--- src/rtl/rpre_pkg.sv ---
package rpre_pkg;

  typedef enum logic [1:0] {
    ST_IDLE  = 2'd0,
    ST_HUNT  = 2'd1,
    ST_FWD   = 2'd2,
    ST_DRAIN = 2'd3
  } rx_state_e;

  typedef logic [1:0] dibit_t;

endpackage

--- src/rtl/rpre_bit_pack.sv ---
module rpre_bit_pack
  import rpre_pkg::*;
(
  input  logic   clk,
  input  logic   rst_n,
  input  logic   clr,
  input  logic   bit_stb,
  input  logic   bit_val,
  output logic   dib_stb,
  output dibit_t dib_val
);

  logic half_q, half_d;
  logic phase_q, phase_d;

  always_comb begin
    half_d  = half_q;
    phase_d = phase_q;
    if (clr) begin
      phase_d = 1'b0;
    end else if (bit_stb) begin
      if (!phase_q) half_d = bit_val;
      phase_d = ~phase_q;
    end
  end

  always_ff @(posedge clk or negedge rst_n) begin
    if (!rst_n) begin
      half_q  <= 1'b0;
      phase_q <= 1'b0;
    end else begin
      half_q  <= half_d;
      phase_q <= phase_d;
    end
  end

  // second bit of a pair completes the dibit; first bit lands on bit 0
  assign dib_stb = bit_stb & phase_q & ~clr;
  assign dib_val = {bit_val, half_q};

endmodule

--- src/rtl/rpre_frame_ctl.sv ---
module rpre_frame_ctl
  import rpre_pkg::*;
#(
  parameter int              BYTE_W  = 8,
  parameter int              DIB_CYC = 10,
  parameter logic [BYTE_W-1:0] SFD   = 8'hD5
)(
  input  logic      clk,
  input  logic      rst_n,
  input  logic      rx_valid,
  input  logic      pass_pre,
  input  logic      dib_stb,
  input  dibit_t    dib_val,
  output logic      pack_clr,
  output logic      evt,
  output dibit_t    out_dibit,
  output logic      out_keep,
  output rx_state_e state_o
);

  localparam int NDIB  = BYTE_W / 2;
  localparam int IDX_W = $clog2(NDIB);
  localparam int TMR_W = $clog2(DIB_CYC);
  localparam int ASM_W = BYTE_W - 2;
  localparam logic [IDX_W-1:0] IDX_LAST = IDX_W'(NDIB - 1);
  localparam logic [TMR_W-1:0] TMR_LAST = TMR_W'(DIB_CYC - 1);

  rx_state_e         state_q, state_d;
  logic [IDX_W-1:0]  idx_q, idx_d;
  logic [TMR_W-1:0]  tmr_q, tmr_d;
  logic [ASM_W-1:0]  asm_q, asm_d;
  logic [BYTE_W-1:0] held_q, held_d;
  logic              keep_q, keep_d;

  logic              active, dib_hit, drain_hit, sfd_hit;
  logic [BYTE_W-1:0] byte_now;

  assign active    = (state_q == ST_HUNT) || (state_q == ST_FWD);
  assign dib_hit   = active & dib_stb;
  assign drain_hit = (state_q == ST_DRAIN) && (tmr_q == TMR_LAST);
  assign evt       = dib_hit | drain_hit;
  assign byte_now  = {dib_val, asm_q};
  assign sfd_hit   = (byte_now == SFD);
  assign pack_clr  = ~active;

  // the byte completed one byte-time ago, slot chosen by idx
  assign out_keep  = keep_q;
  assign out_dibit = keep_q ? held_q[{idx_q, 1'b0} +: 2] : 2'b00;
  assign state_o   = state_q;

  always_comb begin
    state_d = state_q;
    idx_d   = idx_q;
    tmr_d   = tmr_q;
    asm_d   = asm_q;
    held_d  = held_q;
    keep_d  = keep_q;

    if (evt)                    tmr_d = '0;
    else if (tmr_q != TMR_LAST) tmr_d = tmr_q + 1'b1;

    unique case (state_q)
      ST_IDLE: begin
        idx_d  = '0;
        keep_d = 1'b0;
        if (rx_valid) state_d = pass_pre ? ST_FWD : ST_HUNT;
      end
      ST_HUNT, ST_FWD: begin
        if (!rx_valid) begin
          state_d = ST_DRAIN;
        end else if (dib_stb) begin
          idx_d = idx_q + 1'b1;
          if (idx_q != IDX_LAST) begin
            asm_d[{idx_q, 1'b0} +: 2] = dib_val;
          end else begin
            held_d = byte_now;
            keep_d = (state_q == ST_FWD) || sfd_hit;
            if ((state_q == ST_HUNT) && sfd_hit) state_d = ST_FWD;
          end
        end
      end
      ST_DRAIN: begin
        if (drain_hit) begin
          idx_d = idx_q + 1'b1;
          if (idx_q == IDX_LAST) keep_d = 1'b0;
          if ((idx_q == '0) && !keep_q) state_d = ST_IDLE;
        end
      end
      default: state_d = ST_IDLE;
    endcase
  end

  always_ff @(posedge clk or negedge rst_n) begin
    if (!rst_n) begin
      state_q <= ST_IDLE;
      idx_q   <= '0;
      tmr_q   <= '0;
      asm_q   <= '0;
      held_q  <= '0;
      keep_q  <= 1'b0;
    end else begin
      state_q <= state_d;
      idx_q   <= idx_d;
      tmr_q   <= tmr_d;
      asm_q   <= asm_d;
      held_q  <= held_d;
      keep_q  <= keep_d;
    end
  end

  AST_SFD_OPENS: assert property (@(posedge clk) disable iff (!rst_n)
    ($rose(keep_q) && ($past(state_q) == ST_HUNT)) |-> (held_q == SFD));

  AST_HUNT_SILENT: assert property (@(posedge clk) disable iff (!rst_n)
    (state_q == ST_HUNT) |-> !keep_q);

endmodule

--- src/rtl/rpre_rmii_drive.sv ---
module rpre_rmii_drive
  import rpre_pkg::*;
(
  input  logic   clk,
  input  logic   rst_n,
  input  logic   evt,
  input  dibit_t dibit_in,
  input  logic   keep_in,
  output dibit_t rxd,
  output logic   crs_dv
);

  dibit_t rxd_q, rxd_d;
  logic   crs_q, crs_d;

  always_comb begin
    rxd_d = rxd_q;
    crs_d = crs_q;
    if (evt) begin
      rxd_d = dibit_in;
      crs_d = keep_in;
    end
  end

  always_ff @(posedge clk or negedge rst_n) begin
    if (!rst_n) begin
      rxd_q <= 2'b00;
      crs_q <= 1'b0;
    end else begin
      rxd_q <= rxd_d;
      crs_q <= crs_d;
    end
  end

  assign rxd    = rxd_q;
  assign crs_dv = crs_q;

  AST_QUIET_WHEN_LOW: assert property (@(posedge clk) disable iff (!rst_n)
    !crs_q |-> (rxd_q == 2'b00));

endmodule

--- src/rtl/rmii_rx_preamble.sv ---
module rmii_rx_preamble
  import rpre_pkg::*;
#(
  parameter int              BYTE_W  = 8,
  parameter int              DIB_CYC = 10,
  parameter logic [BYTE_W-1:0] SFD   = 8'hD5
)(
  input  logic       clk,
  input  logic       rst_n,
  input  logic       rx_valid,
  input  logic       rx_bit_stb,
  input  logic       rx_bit,
  input  logic       pre_keep,
  output logic [1:0] rxd,
  output logic       crs_dv
);

  // reset asserts at once, releases on a clock edge
  logic [1:0] rst_pipe;
  logic       rst_int_n;

  always_ff @(posedge clk or negedge rst_n) begin
    if (!rst_n) rst_pipe <= 2'b00;
    else        rst_pipe <= {rst_pipe[0], 1'b1};
  end
  assign rst_int_n = rst_pipe[1];

  logic      pack_clr, dib_stb, evt, out_keep;
  dibit_t    dib_val, out_dibit;
  rx_state_e ctl_state;

  rpre_bit_pack u_pack (
    .clk     (clk),
    .rst_n   (rst_int_n),
    .clr     (pack_clr),
    .bit_stb (rx_bit_stb & rx_valid),
    .bit_val (rx_bit),
    .dib_stb (dib_stb),
    .dib_val (dib_val)
  );

  rpre_frame_ctl #(
    .BYTE_W  (BYTE_W),
    .DIB_CYC (DIB_CYC),
    .SFD     (SFD)
  ) u_ctl (
    .clk       (clk),
    .rst_n     (rst_int_n),
    .rx_valid  (rx_valid),
    .pass_pre  (pre_keep),
    .dib_stb   (dib_stb),
    .dib_val   (dib_val),
    .pack_clr  (pack_clr),
    .evt       (evt),
    .out_dibit (out_dibit),
    .out_keep  (out_keep),
    .state_o   (ctl_state)
  );

  rpre_rmii_drive u_drive (
    .clk      (clk),
    .rst_n    (rst_int_n),
    .evt      (evt),
    .dibit_in (out_dibit),
    .keep_in  (out_keep),
    .rxd      (rxd),
    .crs_dv   (crs_dv)
  );

  AST_IDLE_NO_CRS: assert property (@(posedge clk) disable iff (!rst_int_n)
    (ctl_state == ST_IDLE) |-> !crs_dv);

endmodule

--- config.mk ---
export PLATFORM = sky130hd
export DESIGN_NAME = rmii_rx_preamble
export DESIGN_NICKNAME = d
export VERILOG_FILES = /design/src/rtl/rpre_pkg.sv /design/src/rtl/rpre_bit_pack.sv /design/src/rtl/rpre_frame_ctl.sv /design/src/rtl/rpre_rmii_drive.sv /design/src/rtl/rmii_rx_preamble.sv
export SDC_FILE = /design/constraint.sdc
export NUM_CORES = 1
export LEC_CHECK = 0
export BUFFER_PORTS_ARGS = -buffer_cell sky130_fd_sc_hd__buf_2
export CORE_ASPECT_RATIO = 1.75
export CORE_MARGIN = 5
export CORE_UTILIZATION = 59
export CTS_BUF_LIST = sky130_fd_sc_hd__clkbuf_16
export CTS_CLUSTER_SIZE = 25
export DETAILED_ROUTE_END_ITERATION = 6
export PLACE_DENSITY = 0.77
export SLEW_MARGIN = 10
export SYNTH_ARGS = -nofsm -noshare
export SYNTH_HDL_FRONTEND = slang
export SYNTH_HIERARCHICAL = 1
export SYNTH_SLANG_ARGS = --single-unit
--- constraint.sdc ---
create_clock -name clk -period 1.4 [get_ports clk]
set_clock_uncertainty 0.2 [all_clocks]
set_input_delay 0.14 -clock clk [delete_from_list [all_inputs] [get_ports clk]]
set_output_delay 0.14 -clock clk [all_outputs]
set_load 0.005 [all_outputs]
## After elaboration in Yosys (flattened, before gate mapping)

Index checks and enable logic that the tools add are counted.

- Bits in registers: 30
- Input bits: 6
- Output and inout bits: 3
- Word-level logic and storage cells: 84

- Add/subtract/negate cells: 3
- Equality and inequality tests: 19
- Shift-type cells: 3
- Multiplexer cells: 25
- Bitwise operators: 7
- Reduce and logical (&&, ||, !) cells: 16

Operator list:

| operator | count |
|---|---|
| 2-to-1 mux 2 bit | 12 |
| inequality test 2 bit (second input constant) | 7 |
| one-hot mux 2 bit (3 select lines) | 2 |
| == test 8 bit (second input constant) | 1 |
| 2-to-1 mux 4 bit | 2 |
| AND reduction 4 bit | 2 |
| variable part select 8 x 4 -> 2 bit | 1 |
| 2-to-1 mux 1 bit | 7 |
| bitwise mux 6 bit | 1 |
| == test 2 bit (second input constant) | 3 |
| inequality test 3 x 2 -> 1 bit (second input constant) | 2 |
| AND reduction 3 bit | 2 |
| AND reduction 6 bit | 1 |
| variable shift 2 x 5 -> 6 bit (first input constant) | 1 |
| variable part select 2 x 5 -> 6 bit | 1 |
| negation 3 -> 5 bit | 1 |
| AND reduction 5 bit | 1 |
| adder 4 x 1 -> 4 bit (second input constant) | 1 |
| AND 1 bit | 4 |
| == test 4 bit (second input constant) | 1 |
| zero test 2 bit | 2 |
| inequality test 2 x 1 -> 1 bit (second input constant) | 2 |
| inequality test 4 bit (second input constant) | 1 |
| logical AND 1 bit | 3 |
| other kinds (10) | 12 |

## Depth between registers and ports, before layout

- Depth after elaboration: 7
- Mapped depth: 9
- Gate-level depth less buffers: 8

## Modules after synthesis

The synthesis kept the hierarchy.

By module, submodules not included:

| module | instances | cells an instance | area an instance (um^2) | seq. area each (um^2) |
|---|---|---|---|---|
| rpre_frame_ctl | 1 | 120 | 1332.5 | 575.6 |
| rpre_bit_pack | 1 | 9 | 115.1 | 50.0 |
| rpre_rmii_drive | 1 | 6 | 108.9 | 75.1 |
| rmii_rx_preamble | 1 | 4 | 60.1 | 50.0 |

## Least setup slack after synthesis

No wires, ideal clock.

- Path kind: reg2reg
- From: register u_ctl.state_q[0], in the netlist u_ctl/state_o[0]
- To: register u_ctl.held_q[0]
- Setup time: 125 ps
- Arrival: 1854 ps
- Data required time: 1075 ps
- Setup slack: -778 ps
- Stages on the path, launching flop included: 8
- Buffers on the path: 1
- Clock period less this slack: 2178 ps
- Cell sequence: dfrtp_1 -> inv_1 -> ha_1 -> buf_6 -> inv_1 -> and3b_2 -> nand4_1 -> mux2_2

- Word-level cells in the longest chain between the ends: 4
- Elaborated cells between the ends (all ways): 6
- Those cells by class: eq/ne (2); bitwise (1); reduce/logical (3)

RTL lines:

| what | line | text |
|---|---|---|
| from (decl) | rpre_frame_ctl.sv:28 | `rx_state_e state_q, state_d;` |
| from (signal assigned) | rpre_frame_ctl.sv:102 | `state_q <= state_d;` |
| == test 2 x 1 -> 1 bit or == test 2 bit (tied branches) | rpre_frame_ctl.sv:38 | `assign active = (state_q == ST_HUNT) \|\| (state_q == ST_FWD);` |
| logical OR 1 bit * | rpre_frame_ctl.sv:38 |  |
| AND 1 bit * | rpre_bit_pack.sv:38 | `assign dib_stb = bit_stb & phase_q & ~clr;` |
| net dib_stb | rmii_rx_preamble.sv:28 | `logic pack_clr, dib_stb, evt, out_keep;` |
| AND reduction 4 bit (no source line) * | -- |  |
| to (signal assigned) | rpre_frame_ctl.sv:106 | `held_q <= held_d;` |
| to (decl) | rpre_frame_ctl.sv:32 | `logic [BYTE_W-1:0] held_q, held_d;` |

Mark *: on every way through the listed nets, which the timed path passes. The rest lies on a longest branch.
A chain may end at the register's enable or synchronous reset.

## Final worst setup path

- From: register u_ctl.state_q[1], in the netlist u_ctl/state_o[1]
- To: register u_drive.crs_q, in the netlist u_drive/crs_dv

- Word-level cells in the longest chain between the ends: 5
- Elaborated cells between the ends (all ways): 8
- Those cells by class: eq/ne (3); bitwise (3); reduce/logical (2)

RTL lines:

| what | line | text |
|---|---|---|
| == test 2 x 1 -> 1 bit or == test 2 bit (tied branches) | rpre_frame_ctl.sv:38 |  |
| logical OR 1 bit * | rpre_frame_ctl.sv:38 |  |
| AND 1 bit * | rpre_bit_pack.sv:38 |  |
| net dib_stb | rmii_rx_preamble.sv:28 |  |
| AND 1 bit * | rpre_frame_ctl.sv:39 | `assign dib_hit = active & dib_stb;` |
| bitwise OR 1 bit * | rpre_frame_ctl.sv:41 | `assign evt = dib_hit \| drain_hit;` |
| net evt | rmii_rx_preamble.sv:28 |  |
| to (signal assigned) | rpre_rmii_drive.sv:31 | `crs_q <= crs_d;` |
| to (decl) | rpre_rmii_drive.sv:14 | `logic crs_q, crs_d;` |

Marked as above.

==> impl_results.md <==
* Top post-synthesis cells by area: dfrtp_1 (46%), mux2_2 (12%), ha_1 (9.3%), mux4_2 (2.8%), nand2_1 (2.8%)
* Clock Pin Slew Worst Setup and Hold Paths at ~0.05 ns
* Fin. Hold Viols at 0
* CTS root buffer: clkbuf_16
* Post-layout util at 84.24%
* Area Growth Syn to Fin at 38.55%
* RSZ-0062 raised after global routing: yes
* Setup WS pre-CTS at -0.6071 ns
* Yosys reg bits at 30
* Synth Warn # at 6
* Vias at 1283
* Die area at about 0.0039 mm2
* Setup ws final at -0.5680 ns
* Gate Count Post-Synth at around 140
* Cell Rows at 25
* DP Area at between 0.0015 and 0.002 mm2
* Overall routing resource usage at 22.49%
* Pre-Repair DR Iteration Count at 4
* Share of post-route cells with drive strength above 1 at between 50% and 60%
* Ant. Diodes at 0
* Post-Synth Adder-Cell Area at a little under a tenth
* Initial Utilization at around 61%
* Worst-path cell chain: inv_2 -> ha_4 -> inv_4 -> and3b_2 -> buf_4 -> a22o_4 -> mux2_2
* CP max FO at 6
* IO Count at 9
* Type of the worst setup path: reg -> reg
* Clock Tree Buf Depth at 2
* Final net count at around 210
* First-pass GRT wire length at around 6.6 mm
* Area fraction in compound gates after synthesis at roughly 6.7%
* Chip width at approximately 50 um
* DR iter-0 viols at 29
* Clk_lat worst skew at 0.27 ns
* HP Class: in -> reg
* Fraction of synthesized cell area in xor and xnor cells at ~2.2%
* Worst Setup End Kind: register
* Die H at about 79 um
* CTS Buf Count at 5
* CTS tree: yes
* Synth top area share at 46.44%
* Cell area after synthesis at 0.001617 mm2
* Pwr dens at a little under 2000 mW/mm2
* Max-Cap Viols at 0
* Core Area at 0.002659 mm2
* Initial antenna violation count at 0
* Global route overflow at 0
* Final Non-Filler Cells at between 200 and 250
* Worst hold slack at between 0.03 and 0.04 ns
* Min Tclk post-route at between 1.5 and 2 ns
* Crit start category: register
* PortBufs at 8
* Via-to-Cell Ratio at between 5 and 6
* Final setup vio count at 27
* Commonest cells after routing, fill and taps aside: buf_4 (39), dfrtp_1 (30), mux2_2 (15)
* Highest Clock Rate at approximately 510 MHz
* Largest net degree at the start of global routing at 29
* Sequential area share after synthesis at 46.44%
* Worst EP arrival at around 1.9 ns
* Leak pwr at about 1.1 nW
* Clock sinks at 30
* Mux cell area share after synthesis at 15.56%
* Status: finished, violations left
* Design Power at approximately 4.4 mW
* Detailed Route WL at 4.014 mm
* Number of global-route vias before repair at between 1000 and 1500
* Final HPWL DP at roughly 2.7 mm
* DR WL/cell at between 15 and 20 um
* Max incr delay on CP at about 0.4 ns
* CP max stage cell: dfrtp_1
* # H-tree levels at 2
* Synth Area per Inst at 11.63 um2
* Buf/Inv on CP at 3
* Slew Limit Fails at 0
* Setup TNS at -13.31 ns
* Worst vdd ir at 1.757 mV
* DRC violations left at 0
* GP Congestion at ~0.86
* Post-Synth Simple-Gate Area at ~15%
* Synth unique cells at 39
* Design area at around 0.0022 mm2
* Syn nets at ~160
* Commonest non-fill, non-tap cell in the layout: buf_4
* Failing checks: setup timing
* Placed instance count at about 210
* Largest family of logic cells by synthesized area: multiplexers
* Worst path required time at approximately 1.4 ns
* Fin crit share at 140.6%
* Cell taking the most area after synthesis: dfrtp_1
* Antenna Nets Post-Route at 0
* Delay-heaviest family, CP: flip-flops
-- power by group --
| part | total [mW] | leakage [nW] | switching, mW | internal [mW] |
|---|---|---|---|---|
| Sequential | 1.15 | 0.397 | 0.109 | 1.04 |
| Combinational | 2.23 | 0.640 | 1.09 | 1.14 |
| Clock | 1.01 | 0.0672 | 0.360 | 0.646 |
-- routing by layer --
metal  vias up  track usage, %  share of wire, %
met4         0           12.34               4.8
met5         -               0                 0
li1        586               -                 -
met2        43           42.22                57
met1       633           22.59                35
met3        21           3.377               3.7
-- registers in the layout (all words and copies together), names as in the netlist --
register        flops
u_drive/crs_dv      1
u_ctl/state_o       2
u_pack/half_q       1
u_pack/phase_q      1
u_ctl/asm_q         6
u_ctl/idx_q         2
u_drive/rxd         2
u_ctl/held_q        8
u_ctl/tmr_q         4
u_ctl/out_keep      1
rst_pipe            2
-- area by class of cell --
| class | instances | area (um2) |
|---|---|---|
| Clock buffer | 5 | 125.1 |
| Sequential cell | 30 | 750.7 |
| Fill cell | 140 | 419.2 |
| Multi-Input combinational cell | 94 | 902.1 |
| Timing Repair Buffer | 51 | 375.4 |
| Clock inverter | 3 | 16.27 |
| Tap cell | 27 | 33.78 |
| Inverter | 9 | 36.28 |
-- what timing repair did --
item	4_1_cts	5_1_grt
endpoints found under the setup margin	27	27
hold buffers	2	0
endpoints found under the hold margin	2	0
buffers inserted	4	1
gates resized for setup	11	12
pin swaps	7	5
-- synthesized netlist by cell type --
| library cell | n |
|---|---|
| or2b_2 | 1 |
| xnor2_1 | 3 |
| nand2_1 | 12 |
| conb_1 | 1 |
| clkbuf_4 | 1 |
| o2111ai_1 | 2 |
| inv_1 | 9 |
| a21oi_1 | 1 |
| mux2_2 | 17 |
| a31oi_1 | 1 |
| buf_4 | 2 |
| xor2_1 | 1 |
| nand3b_1 | 2 |
| mux4_2 | 2 |
| nor2_1 | 7 |
| o22ai_1 | 1 |
| nand4_1 | 1 |
| nand3_1 | 5 |
| nor2b_1 | 1 |
| and3_1 | 1 |
| nand4bb_1 | 1 |
| o21ai_0 | 5 |
| and3b_2 | 1 |
| clkbuf_1 | 1 |
| o311ai_1 | 1 |
| mux2_4 | 1 |
| a211oi_1 | 2 |
| and2_1 | 3 |
| or3_1 | 1 |
| nand4b_1 | 1 |
| buf_6 | 2 |
| dfrtp_1 | 30 |
| nor3b_2 | 1 |
| o31ai_1 | 1 |
| a22o_1 | 1 |
| and3b_1 | 1 |
| nor4bb_1 | 2 |
| ha_1 | 12 |
| a22oi_1 | 1 |
-- cells by family after synthesis --
family,after synthesis
and+or+nand+nor,41
AOI/OAI and AO/OA,16
xor gates and xnor gates,4
DFF,30
muxes,20
other,1
adders and majority gates,12
buffers and inverters,15
-- tightest hold or removal path: cells and delay by family --
| kind | cells | cell delay [ns] |
|---|---|---|
| mux | 1 | 0.14 |
| simple gates | 2 | 0.11 |
| buf+inv | 1 | 0.09 |
-- path summary, 6_finish.rpt --
path                       cells past startpoint  slack, ns                to        startpoint
setup / recovery                               7      -0.57    u_drive/crs_dv  u_ctl/state_o[1]
hold / removal                                 4       0.03  u_ctl/state_o[1]          pre_keep
setup reg to reg                               7      -0.57    u_drive/crs_dv  u_ctl/state_o[1]
hold reg to reg                                1       0.04    u_pack/phase_q       rst_pipe[1]
max in group asynchronous                      3       0.33       rst_pipe[0]             rst_n
min in group asynchronous                      1       0.04    u_pack/phase_q       rst_pipe[1]
Note: power is estimated with default switching activity, not from simulation.
